<file path="src/rtl/trellis_pkg.sv">
package trellis_pkg;

    localparam int NUM_ST = 4;
    localparam int ST_W   = 2;
    localparam int SYM_W  = 2;
    localparam int BM_W   = 2;

    typedef enum logic {
        CTL_IDLE = 1'b0,
        CTL_RUN  = 1'b1
    } ctl_state_t;

    // Expected code word on the branch leaving state st with input u.
    // Bit 1 follows generator 7 (octal), bit 0 follows generator 5 (octal).
    function automatic logic [SYM_W-1:0] branch_word(input logic [ST_W-1:0] st,
                                                     input logic u);
        return {u ^ st[1] ^ st[0], u ^ st[0]};
    endfunction

    // Hamming weight of a 2-bit difference.
    function automatic logic [BM_W-1:0] weight2(input logic [SYM_W-1:0] x);
        return {1'b0, x[1]} + {1'b0, x[0]};
    endfunction

endpackage

</file>
<file path="src/rtl/trellis_bmu.sv">
module trellis_bmu
    import trellis_pkg::*;
(
    input  logic [SYM_W-1:0]             sym,
    output logic [NUM_ST-1:0][BM_W-1:0]  bm_up,
    output logic [NUM_ST-1:0][BM_W-1:0]  bm_lo
);

    // For next state n = {u, a}: predecessors {a,0} (upper) and {a,1} (lower).
    for (genvar n = 0; n < NUM_ST; n++) begin : g_branch
        localparam logic [ST_W-1:0] NXT = ST_W'(n);
        localparam logic [ST_W-1:0] PUP = {NXT[0], 1'b0};
        localparam logic [ST_W-1:0] PLO = {NXT[0], 1'b1};

        assign bm_up[n] = weight2(sym ^ branch_word(PUP, NXT[1]));
        assign bm_lo[n] = weight2(sym ^ branch_word(PLO, NXT[1]));
    end

endmodule

</file>
<file path="src/rtl/trellis_acs_node.sv">
module trellis_acs_node
    import trellis_pkg::*;
#(
    parameter int PM_W = 8
) (
    input  logic [PM_W-1:0] pm_up,
    input  logic [PM_W-1:0] pm_lo,
    input  logic [BM_W-1:0] bm_up,
    input  logic [BM_W-1:0] bm_lo,
    output logic [PM_W-1:0] pm_new,
    output logic            pick_lo
);

    logic [PM_W-1:0] cand_up;
    logic [PM_W-1:0] cand_lo;

    always_comb begin
        cand_up = pm_up + PM_W'(bm_up);
        cand_lo = pm_lo + PM_W'(bm_lo);
        // strict compare: an equal pair keeps the upper branch
        pick_lo = (cand_lo < cand_up);
        pm_new  = pick_lo ? cand_lo : cand_up;
    end

endmodule

</file>
<file path="src/rtl/trellis_ctrl.sv">
module trellis_ctrl
    import trellis_pkg::*;
(
    input  logic clk,
    input  logic rst_n,
    input  logic start,
    input  logic sym_valid,
    output logic running,
    output logic load_init,
    output logic take_sym
);

    ctl_state_t st_q;
    ctl_state_t st_d;

    always_ff @(posedge clk or negedge rst_n) begin
        if (!rst_n) begin
            st_q <= CTL_IDLE;
        end else begin
            st_q <= st_d;
        end
    end

    always_comb begin
        st_d = st_q;
        unique case (st_q)
            CTL_IDLE: if (start) st_d = CTL_RUN;   // IDLE->RUN
            CTL_RUN:  st_d = CTL_RUN;              // RUN->RUN, restart on start
            default:  st_d = CTL_IDLE;
        endcase
    end

    always_comb begin
        running   = 1'b0;
        load_init = start;
        take_sym  = 1'b0;
        unique case (st_q)
            CTL_IDLE: begin
                running  = 1'b0;
                take_sym = 1'b0;
            end
            CTL_RUN: begin
                running  = 1'b1;
                take_sym = sym_valid && !start;
            end
            default: begin
                running  = 1'b0;
                take_sym = 1'b0;
            end
        endcase
    end

endmodule

</file>
<file path="src/rtl/trellis_acs4.sv">
module trellis_acs4
    import trellis_pkg::*;
#(
    parameter int PM_W     = 8,
    parameter int STEP_W   = 16,
    parameter int INIT_BIG = 64,
    parameter int NORM_TH  = 128
) (
    input  logic                  clk,
    input  logic                  rst_n,
    input  logic                  start,
    input  logic                  sym_valid,
    input  logic [SYM_W-1:0]      sym,
    output logic [NUM_ST-1:0]     dec,
    output logic                  dec_valid,
    output logic [STEP_W-1:0]     step,
    output logic                  running
);

    localparam logic [PM_W-1:0] PM_BIG = PM_W'(INIT_BIG);
    localparam logic [PM_W-1:0] PM_TH  = PM_W'(NORM_TH);

    logic load_init;
    logic take_sym;

    logic [NUM_ST-1:0][PM_W-1:0] pm_q;
    logic [NUM_ST-1:0][PM_W-1:0] pm_acs;
    logic [NUM_ST-1:0][PM_W-1:0] pm_next;
    logic [NUM_ST-1:0]           pick_lo;
    logic [NUM_ST-1:0][BM_W-1:0] bm_up;
    logic [NUM_ST-1:0][BM_W-1:0] bm_lo;
    logic [PM_W-1:0]             pm_min;
    logic [STEP_W-1:0]           step_ctr;
    logic [NUM_ST-1:0]           dec_q;
    logic                        dec_valid_q;
    logic [STEP_W-1:0]           step_q;

    trellis_ctrl u_ctrl (
        .clk       (clk),
        .rst_n     (rst_n),
        .start     (start),
        .sym_valid (sym_valid),
        .running   (running),
        .load_init (load_init),
        .take_sym  (take_sym)
    );

    trellis_bmu u_bmu (
        .sym   (sym),
        .bm_up (bm_up),
        .bm_lo (bm_lo)
    );

    for (genvar n = 0; n < NUM_ST; n++) begin : g_acs
        localparam logic [ST_W-1:0] NXT = ST_W'(n);
        localparam int PUP = int'({NXT[0], 1'b0});
        localparam int PLO = int'({NXT[0], 1'b1});

        trellis_acs_node #(.PM_W(PM_W)) u_node (
            .pm_up   (pm_q[PUP]),
            .pm_lo   (pm_q[PLO]),
            .bm_up   (bm_up[n]),
            .bm_lo   (bm_lo[n]),
            .pm_new  (pm_acs[n]),
            .pick_lo (pick_lo[n])
        );
    end

    // rescale when the best metric climbs past the threshold
    always_comb begin
        pm_min = pm_acs[0];
        for (int i = 1; i < NUM_ST; i++) begin
            if (pm_acs[i] < pm_min) pm_min = pm_acs[i];
        end
        for (int i = 0; i < NUM_ST; i++) begin
            pm_next[i] = (pm_min > PM_TH) ? (pm_acs[i] - pm_min) : pm_acs[i];
        end
    end

    always_ff @(posedge clk or negedge rst_n) begin
        if (!rst_n) begin
            pm_q        <= '0;
            step_ctr    <= '0;
            dec_q       <= '0;
            dec_valid_q <= 1'b0;
            step_q      <= '0;
        end else if (load_init) begin
            for (int i = 0; i < NUM_ST; i++) begin
                pm_q[i] <= (i == 0) ? '0 : PM_BIG;
            end
            step_ctr    <= '0;
            step_q      <= '0;
            dec_valid_q <= 1'b0;
        end else if (take_sym) begin
            pm_q        <= pm_next;
            dec_q       <= pick_lo;
            dec_valid_q <= 1'b1;
            step_q      <= step_ctr;
            step_ctr    <= step_ctr + 1'b1;
        end else begin
            dec_valid_q <= 1'b0;
        end
    end

    assign dec       = dec_q;
    assign dec_valid = dec_valid_q;
    assign step      = step_q;

endmodule

</file>
<file path="config.mk">
export PLATFORM = sky130hd
export DESIGN_NAME = trellis_acs4
export DESIGN_NICKNAME = d
export VERILOG_FILES = /design/src/rtl/trellis_pkg.sv /design/src/rtl/trellis_bmu.sv /design/src/rtl/trellis_acs_node.sv /design/src/rtl/trellis_ctrl.sv /design/src/rtl/trellis_acs4.sv
export SDC_FILE = /design/constraint.sdc
export NUM_CORES = 1
export LEC_CHECK = 0
export ABC_CLOCK_PERIOD_IN_PS = 11970
export BUFFER_PORTS_ARGS = -buffer_cell sky130_fd_sc_hd__buf_2
export CAP_MARGIN = 20
export CORE_ASPECT_RATIO = 1.2
export CORE_MARGIN = 8
export CORE_UTILIZATION = 65
export DETAILED_ROUTE_END_ITERATION = 7
export PLACE_DENSITY = 0.81
export SYNTH_ARGS = -nofsm -noshare
export SYNTH_HDL_FRONTEND = slang
export SYNTH_SLANG_ARGS = --single-unit
</file>
<file path="constraint.sdc">
create_clock -name clk -period 11.97 [get_ports clk]
set_input_delay 1.7955 -clock clk [delete_from_list [all_inputs] [get_ports clk]]
set_output_delay 1.7955 -clock clk [all_outputs]
set_load 0.02 [all_outputs]
</file>
### After elaboration in Yosys (flattened, before gate mapping)

Cells that the tools add are included.

* $add $sub $neg: 17
* magnitude comparators: 8
* mux-type cells: 23
* bitwise operators: 5
* reduce and logical (&&, ||, !) cells: 4

Operators with widths (number)
* 2-to-1 mux 8 bit: 11
* adder 8 x 2 -> 8 bit: 8
* 2-to-1 mux 16 bit: 4
* 2-to-1 mux 32 bit: 2
* < comparator 8 bit: 7
* subtractor 8 bit: 4
* adder 16 x 1 -> 16 bit (second input constant): 1
* adder 1 x 1 -> 2 bit: 4
* greater-than comparator 8 bit (second input constant): 1
* case mux 1 bit (2 select lines): 3
* inverter 1 bit: 4
* 2-to-1 mux 1 bit: 3
* inverter 2 bit: 1
* AND reduction 2 bit: 1
* nonzero test 2 bit: 1
* logical AND 1 bit: 1
* zero test 1 bit: 1

* bits in registers: 70
* input port bits: 6
* output and inout bits: 22
* word-level logic and storage cells: 66

### Depth between registers and ports, before layout

Gate-level depths: netlist of run 1.

* depth in word-level cells: 15
* depth in mapped cells: 59
* depth with buffers taken out: 57

### Cells and area by module

Synthesis of run 1 repeated with hierarchy kept, for this count alone.

* cells, all modules: 1033
* area, all modules: 8449.4 µm²

By module, submodules not included
* trellis_acs4: times used 1, cells each 716, area an instance 5997.0 µm², sequential area each 1726.7 µm²
* trellis_acs_node: times used 4, cells each 74, area an instance 566.8 µm², sequential area each 0.0 µm²
* trellis_bmu: times used 1, cells each 17, area an instance 136.4 µm², sequential area each 0.0 µm²
* trellis_ctrl: times used 1, cells each 4, area an instance 48.8 µm², sequential area each 25.0 µm²

### Worst setup path before layout of run 1

No wires, ideal clock.

* kind: input-to-reg
* start point: input sym[0]
* end point: register pm_q[30] in the netlist's numbering
* library setup time: 138 ps
* data arrival time: 12746 ps
* data required time: 11832 ps
* slack: -915 ps
* cell stages on the path: 58
* path buffers: 3
* path through: inv_1 > ha_1 > inv_1 > ha_1 > ha_1 > a21oi_1 > xnor2_1 > inv_1 > ha_1 > a21o_1 > a31oi_1 > o21ai_1 > o21ai_2 > o221ai_4 > buf_2 > nor3_1 > a31oi_1 > ha_1 > [22 not listed] > inv_1 > a311o_1 > a311oi_2 > o2111a_2 > nor2_2 > clkbuf_1 > a21oi_1 > ha_1 > inv_1 > ha_1 > a31oi_1 > a21o_1 > o211ai_1 > a221oi_1 > a211oi_1 > nor3_1 > xor2_1 > a31oi_1

* cells in the longest elaborated chain, start to end: 15
* elaborated cells between the ends (all ways): 33
* those cells by class: 13 x add/sub; 8 x order compare; 10 x mux; 2 x bitwise

RTL lines
* start: declaration: RTL line trellis_acs4.sv:13 `input logic [SYM_W-1:0] sym,`
* inverter 1 bit (no line) / inverter 2 bit (equally long branches)
* adder 1 x 1 -> 2 bit: RTL line trellis_pkg.sv:22 `return {1'b0, x[1]} + {1'b0, x[0]};`
* adder 8 x 2 -> 8 bit: RTL line trellis_acs_node.sv:19 `cand_lo = pm_lo + PM_W'(bm_lo);`
* < comparator 8 bit: RTL line trellis_acs_node.sv:21 `pick_lo = (cand_lo < cand_up);`
* 2-to-1 mux 8 bit: RTL line trellis_acs_node.sv:22 `pm_new = pick_lo ? cand_lo : cand_up;`
* < comparator 8 bit: RTL line trellis_acs4.sv:73 `if (pm_acs[i] < pm_min) pm_min = pm_acs[i];`
* 2-to-1 mux 8 bit: RTL line trellis_acs4.sv:73
* < comparator 8 bit: RTL line trellis_acs4.sv:73
* 2-to-1 mux 8 bit: RTL line trellis_acs4.sv:73
* < comparator 8 bit: RTL line trellis_acs4.sv:73
* 2-to-1 mux 8 bit: RTL line trellis_acs4.sv:73
* subtractor 8 bit / greater-than comparator 8 bit (equally long branches): RTL line trellis_acs4.sv:76 `pm_next[i] = (pm_min > PM_TH) ? (pm_acs[i] - pm_min) : pm_acs[i];`
* 2-to-1 mux 8 bit *: RTL line trellis_acs4.sv:76
* 2-to-1 mux 32 bit *: RTL line trellis_acs4.sv:94 `end else if (take_sym) begin`
* 2-to-1 mux 32 bit *: RTL line trellis_acs4.sv:87 `end else if (load_init) begin`
* end signal: indexed assignment: RTL line trellis_acs4.sv:89 `pm_q[i] <= (i == 0) ? '0 : PM_BIG;`
* end signal: assignment: RTL line trellis_acs4.sv:95 `pm_q <= pm_next;`
* end: declaration: RTL line trellis_acs4.sv:26 `logic [NUM_ST-1:0][PM_W-1:0] pm_q;`

Every way passes the cells marked *; elsewhere a longest branch is shown, timed or not. The select of a mux whose other input is x is not followed.
A chain may end at the register's enable or synchronous reset.

### Worst setup path in the final report of run 1

* start point: input sym[1]
* end point: register pm_q[20] in the netlist's numbering

* cells in the longest elaborated chain, start to end: 15
* elaborated cells between the ends (all ways): 33
* those cells by class: 13 x add/sub; 8 x order compare; 10 x mux; 2 x bitwise

RTL lines (RTL line)
* inverter 1 bit (no line) / inverter 2 bit (equally long branches)
* adder 1 x 1 -> 2 bit: trellis_pkg.sv:22
* adder 8 x 2 -> 8 bit, on equally long branches: trellis_acs_node.sv:18, trellis_acs_node.sv:19
* < comparator 8 bit: trellis_acs_node.sv:21
* 2-to-1 mux 8 bit: trellis_acs_node.sv:22
* < comparator 8 bit: trellis_acs4.sv:73
* 2-to-1 mux 8 bit: trellis_acs4.sv:73
* < comparator 8 bit: trellis_acs4.sv:73
* 2-to-1 mux 8 bit: trellis_acs4.sv:73
* < comparator 8 bit: trellis_acs4.sv:73
* 2-to-1 mux 8 bit: trellis_acs4.sv:73
* subtractor 8 bit / greater-than comparator 8 bit (equally long branches): trellis_acs4.sv:76
* 2-to-1 mux 8 bit *: trellis_acs4.sv:76
* 2-to-1 mux 32 bit *: trellis_acs4.sv:94
* 2-to-1 mux 32 bit *: trellis_acs4.sv:87

Marks and branches as above.

==> results of run 1 <==
## worst max-delay path, delay by kind of cell
kind | cells | cell delay [ns]
AOI/OAI and AO/OA | 23 | 4.63
adders and majority gates | 10 | 2.58
buffers and inverters | 10 | 1.14
and+or+nand+nor | 4 | 0.83
muxes | 2 | 0.55
xor gates and xnor gates | 3 | 0.49
## logic make-up (layout without fill, tap and decap cells)
group	count (synthesis)	in the layout	synth area share (%)
AND/OR/NAND/NOR	371	371	21.2
AO/OA/AOI/OAI	307	307	26.3
flip-flops	70	70	21.0
adder cells (fa/ha/maj)	82	82	12.3
multiplexers	36	36	4.63
buffers and inverters	111	207	5.44
XOR/XNOR	83	83	9.00
## stage by stage
stage,area (um^2),hold WS (ns),cells,setup WS (ns),utilization (%)
global route,9940,0.517,1320,-0.199,79.2
CTS,9480,0.492,1293,0.0168,75.5
finish,9940,0.482,1320,0.198,79.2
global placement,9200,0.453,1277,0.0737,73.3
detailed placement,9200,0.476,1277,-0.266,73.3
floorplan,8500,0.497,1060,0.0140,-
## final cells by class
class | count | area share [%]
clock inverters | 6 | 0.466
inverters | 63 | 2.38
flip-flops and latches | 70 | 17.6
clock buffers | 10 | 2.30
well taps | 164 | 2.06
repair buffers | 128 | 9.30
multi-input cells | 879 | 65.9
## Yosys cell counts (22+ instances only)
cell      instances  area share [%]
dfrtp_1          70              21
ha_1             79              12
xor2_1           26             2.7
nor2_1           94             4.2
xnor2_1          54             5.7
a21o_1           22             2.0
clkbuf_1         24             1.1
inv_1            58             2.6
nand2_1         134             6.0
nand3_1          25             1.5
mux2i_1          24             2.9
nor3_1           23             1.4
o21ai_0          44             2.6
a21oi_1          86             5.2
## per-layer routing
layer  GRT usage [%]  wire (um)
met1            37.7      10400
met2            50.0      12500
met3            3.94       2300
met4            15.5       1340
met5               0          0
## worst max path at each step
stage | to | slack, ns | cells after the start
after CTS | pm_q[20]$_DFFE_PN0P_ | 0.02 | 53
after global routing | pm_q[20]$_DFFE_PN0P_ | -0.20 | 54
final | pm_q[20]$_DFFE_PN0P_ | 0.20 | 52
after floorplan | pm_q[20]$_DFFE_PN0P_ | 0.01 | 54
after detailed placement | pm_q[20]$_DFFE_PN0P_ | -0.27 | 53
after global placement | pm_q[20]$_DFFE_PN0P_ | 0.07 | 53
## state kept, by name (all words and copies together), names as in the netlist
register,count
dec,4
dec_valid,1
pm_q,32
step,16
step_ctr,16
u_ctrl.st_q,1
## cell usage in the layout, fill, tap and decap left out, types with 9 or more instances in the layout
cell and count:
a211oi_1 12, buf_2 26, clkbuf_16 9, ha_2 9
a31oi_1 9, ha_1 65, or3_1 13, a21oi_1 73
nor2_1 89, o21ai_1 12, nand2_1 133, nor2b_1 11
xnor2_1 49, nand3_1 25, dfrtp_1 70, o21ai_0 39
mux2i_1 17, a21oi_2 12, nand4_1 13, and3_1 11
nor3_1 22, inv_1 56, a21o_1 22, o211ai_1 16
xor2_1 26, buf_4 99
## repair_timing
| item | CTS | global route |
|---|---|---|
| hold buffers | 0 | 0 |
| resized for setup | 2 | 56 |
| cloned | 0 | 0 |
| setup buffers | 0 | 27 |
| pin swaps | 0 | 29 |
| setup endpoints to repair | 3 | 30 |
==> impl_metrics.csv, run 1 <==
group,metric,value,unit
sta,setup_tns,0,ns
setup_path,r2r-start,"pm_q[17]$_DFFE_PN0P_",
final_layout,layout.nets,1236,
clock_tree,numCtsBuffers,9,
synth,synth_cells,1060,
worst_hold_path,hold_class,"reg -> reg",
setup_path,slowest_delay,0.40,ns
clock_tree,clock_sinks,70,
floorplan,rows,45,
setup_path,criticalPathCategory,"in -> reg",
sta,skew,0.00964,ns
grt,grt_start_max_net_pins,71,
sta,final-setup-viol-count,0,
worst_hold_path,min_path_cells,2,
placed_design,gp_congestion,0.977,
detailed_routing,drc_errors,0,
synth,ys_warn_count,0,
sta,finalCriticalPeriod,11.77,ns
detailed_routing,routed_wl,26600,um
sta,max_freq,84.9,MHz
synth,ys_seq_area_share,21.0,%
synth,ys_async_sr_fraction,100,%
detailed_routing,drt_iter0_markers,908,
setup_path,rrSetupSlack,1.58,ns
setup_path,worstSetupStartpointType,"input pin",
sta,worstMarginPinSlew,0.950,ns
setup_path,endpoint_kind,"register",
clock_tree,clock_latency,0.34,ns
grt,grt_usage,30.2,%
grt,grt_pass1_vias,8322,
detailed_routing,vias,8698,
setup_path,r2r-end,"pm_q[20]$_DFFE_PN0P_",
floorplan,start_util,66.3,%
clock_tree,h-tree-depth,3,
setup_path,reg2regPathDepth,48,
final_layout,layout-drive-gt1-share,23.5,%
synth,synth_fp_nets,1145,
final_layout,syn_to_final_growth,19.4,%
clock_tree,clk_pin_slew,0.06,ns
floorplan,die_y,140,um
synth,synth_edf_count,0,
setup_path,startpoint,"sym[1]",
final_layout,fill_cells,848,
worst_hold_path,min_to,"dec[2]$_DFFE_PN0P_",
detailed_routing,wire_per_inst,20.1,um
clock_tree,root_buffer,"clkbuf_16",
grt,globalRouteOverflowTotal,0,
synth,synthFlopType,"dfrtp_1",
sta,drv_slew,0,
clock_tree,clock_path_buffers,2,
synth,yosysUniqueCellTypes,105,
setup_path,cp.arrival,12.01,ns
floorplan,die_area,16700,um^2
grt,grt_pass1_wl,41300,um
sta,report.final.hold_viol_count,0,
placed_design,hpwl,19100,um
setup_path,crit_path_frequent_cell,"inv_1",
run_status,outcome,"finished, final reports clean",
final_layout,multiInputGateArea,6550,um^2
setup_path,cp_slowest_cell,"or3_1",
final_layout,regArea,1750,um^2
floorplan,coreArea,12600,um^2
sta,period_share,98.3,%
setup_path,cp.required,12.21,ns
worst_hold_path,hp-start,"dec[2]$_DFFE_PN0P_",
job,cap_violations,0,
setup_path,crit_path_max_fanout,6,
synth,netlist_area,8330,um^2
synth,syn_area_per_cell,7.85,um^2
grt,antenna_found_initial,0,
floorplan,ios,28,
clock_tree,cts_tree,"yes",
final_layout,antennaDiodeCount,0,
synth,ys_ff_latch,70,
placed_design,numPortBuffers,27,
detailed_routing,avgViaCountPerCell,6.59,
floorplan,dieWidth,119,um
detailed_routing,ant_nets,0,
sta,slew_headroom,36.6,%
detailed_routing,drtPass1Iterations,6,
Power of run 1 is left out: the tool's default activity adds up to more than one toggle a clock period on the data nets, which glitch-free logic cannot reach.
==> run 2: changes to the inputs <==
--- a/config.mk
+++ b/config.mk
@@ -13,6 +13,7 @@
 export CORE_UTILIZATION = 65
 export DETAILED_ROUTE_END_ITERATION = 7
 export PLACE_DENSITY = 0.81
+export RECOVER_POWER = 50
 export SYNTH_ARGS = -nofsm -noshare
 export SYNTH_HDL_FRONTEND = slang
 export SYNTH_SLANG_ARGS = --single-unit
==> impl_metrics.csv, run 2 (synthesis results as in run 1) <==
group,metric,value,unit
run_status,outcome,"complete, but fails checks",
run_status,violations,"max-capacitance violations, max-slew violations",
setup_path,critPathTopFamily,"compound AO/OA/AOI/OAI gates",
grt,use_met3,3.94,%
sta,period_share,98.4,%
final_layout,antennaDiodeCount,0,
clock_tree,h-tree-depth,3,
setup_path,cp.arrival,12.02,ns
clock_tree,numCtsBuffers,9,
placed_design,numPortBuffers,27,
grt,antenna_found_initial,0,
sta,worstMarginPinSlew,4.00,ns
final_layout,regMostFlops,"pm_q",
grt,grt_use_met2,50.0,%
floorplan,rows,45,
clock_tree,clk_pin_slew,0.06,ns
final_layout,final_common_cell,"nand2_1",
clock_tree,root_buffer,"clkbuf_16",
placed_design,gp_congestion,0.977,
floorplan,dieWidth,119,um
floorplan,start_util,66.3,%
setup_path,crit_buf_inv,10,
clock_tree,holdBufCountCts,0,
grt,grt_usage,30.2,%
grt,busiest_layer,"met2",
clock_tree,clock_path_buffers,2,
final_layout,largest_reg_flops,32,
grt,grt_pass1_vias,8322,
sta,setup_tns,0,ns
sta,max_freq,84.9,MHz
setup_path,slowest_delay,0.40,ns
setup_path,worstSetupStartpointType,"input pin",
sta,report.final.hold_viol_count,0,
grt,grt_start_max_net_pins,71,
detailed_routing,routed_wl,26600,um
final_layout,syn_to_final_growth,19.4,%
sta,drv_slew,71,
final_layout,finalNonFillerCells,1320,
setup_path,crit_path_frequent_cell,"inv_1",
setup_path,criticalPathCategory,"in -> reg",
placed_design,hpwl,19100,um
clock_tree,clock_latency,0.34,ns
detailed_routing,drt_iter0_markers,908,
final_layout,post-route-util,79.2,%
sta,slew_headroom,-166,%
clock_tree,clock_sinks,70,
final_layout,layout-drive-gt1-share,23.4,%
grt,globalRouteOverflowTotal,0,
setup_path,endpoint_kind,"register",
sta,finalCriticalPeriod,11.78,ns
floorplan,ios,28,
setup_path,cp_slowest_cell,"or3_1",
placed_design,dp.cells,1277,
final_layout,layout.nets,1236,
sta,finalHoldWorstSlack,0.482,ns
grt,grt_use_met1,37.7,%
detailed_routing,vias,8708,
floorplan,die_area,16700,um^2
detailed_routing,drtPass1Iterations,7,
floorplan,die_y,140,um
detailed_routing,ant_nets,0,
grt,grt_pass1_wl,41300,um
setup_path,crit_path_max_fanout,6,
final_layout,layout_common_cells,"nand2_1, buf_4, nor2_1, a21oi_1, dfrtp_1",
setup_path,cp.required,12.21,ns
detailed_routing,wire_per_inst,20.2,um
sta,final-setup-viol-count,0,
floorplan,coreArea,12600,um^2
worst_hold_path,hold_class,"reg -> reg",
clock_tree,cts_tree,"yes",
detailed_routing,avgViaCountPerCell,6.60,
sta,skew,0.00984,ns
job,cap_violations,1,
detailed_routing,drc_errors,0,
==> run 2: changes by cell type in the layout (fill, tap and decap cells not counted), sizes merged <==
| cell | previous run | this run |
|---|---|---|
| buf | 128 | 127 |
| clkbuf | 10 | 11 |
==> run 2: routing by layer <==
metal  part of all wire [%]  wire length, um
met1                     39            10500
met5                      0                0
met3                    8.6             2280
met4                    5.1             1360
met2                     47            12500
==> run 2: final cells by class <==
class	count	area [um^2]
timing repair buffer	128	921
sequential	70	1750
fill	850	2620
tap	164	205
clock inverter	6	46.3
clock buffer	10	229
inverter	63	236
multi-input combinational	879	6550
==> run 2: path summary, 6_finish.rpt <==
| check | startpoint | to | slack (ns) | cells past startpoint |
|---|---|---|---|---|
| min | dec[2]$_DFFE_PN0P_ | dec[2]$_DFFE_PN0P_ | 0.48 | 2 |
| min in group asynchronous | rst_n | pm_q[1]$_DFFE_PN0P_ | 2.83 | 1 |
| max reg2reg | pm_q[17]$_DFFE_PN0P_ | pm_q[20]$_DFFE_PN0P_ | 1.57 | 49 |
| max in group asynchronous | rst_n | step_ctr[15]$_DFFE_PN0P_ | 6.88 | 1 |
| max | sym[1] | pm_q[20]$_DFFE_PN0P_ | 0.19 | 53 |
| min reg2reg | dec[2]$_DFFE_PN0P_ | dec[2]$_DFFE_PN0P_ | 0.48 | 2 |
==> run 2: repair_timing <==
item / 4_1_cts / 5_1_grt
setup endpoints to repair: 3 / 30
resized for setup: 2 / 56
cloned: 0 / 0
hold endpoints to repair: 0 / 0
setup buffers: 0 / 27
pin swaps: 0 / 29
==> run 2: worst register-to-register path: cells and delay by family (launching register included) <==
| family | cells | cell delay (ns) |
|---|---|---|
| compound gates | 24 | 4.69 |
| mux | 2 | 0.55 |
| flops | 1 | 0.59 |
| simple gates | 4 | 0.65 |
| buf+inv | 7 | 0.80 |
| fa+ha+maj | 9 | 2.46 |
| xor+xnor | 3 | 0.57 |
==> run 2: through the flow <==
stage,cell area [um^2],setup slack [ns]
2_1_floorplan,8500,0.0140
3_3_place_gp,9200,0.0737
5_1_grt,9940,-0.199
3_5_place_dp,9200,-0.266
4_1_cts,9480,0.0168
6_report,9940,0.194
Power of run 2 is left out for the same reason.
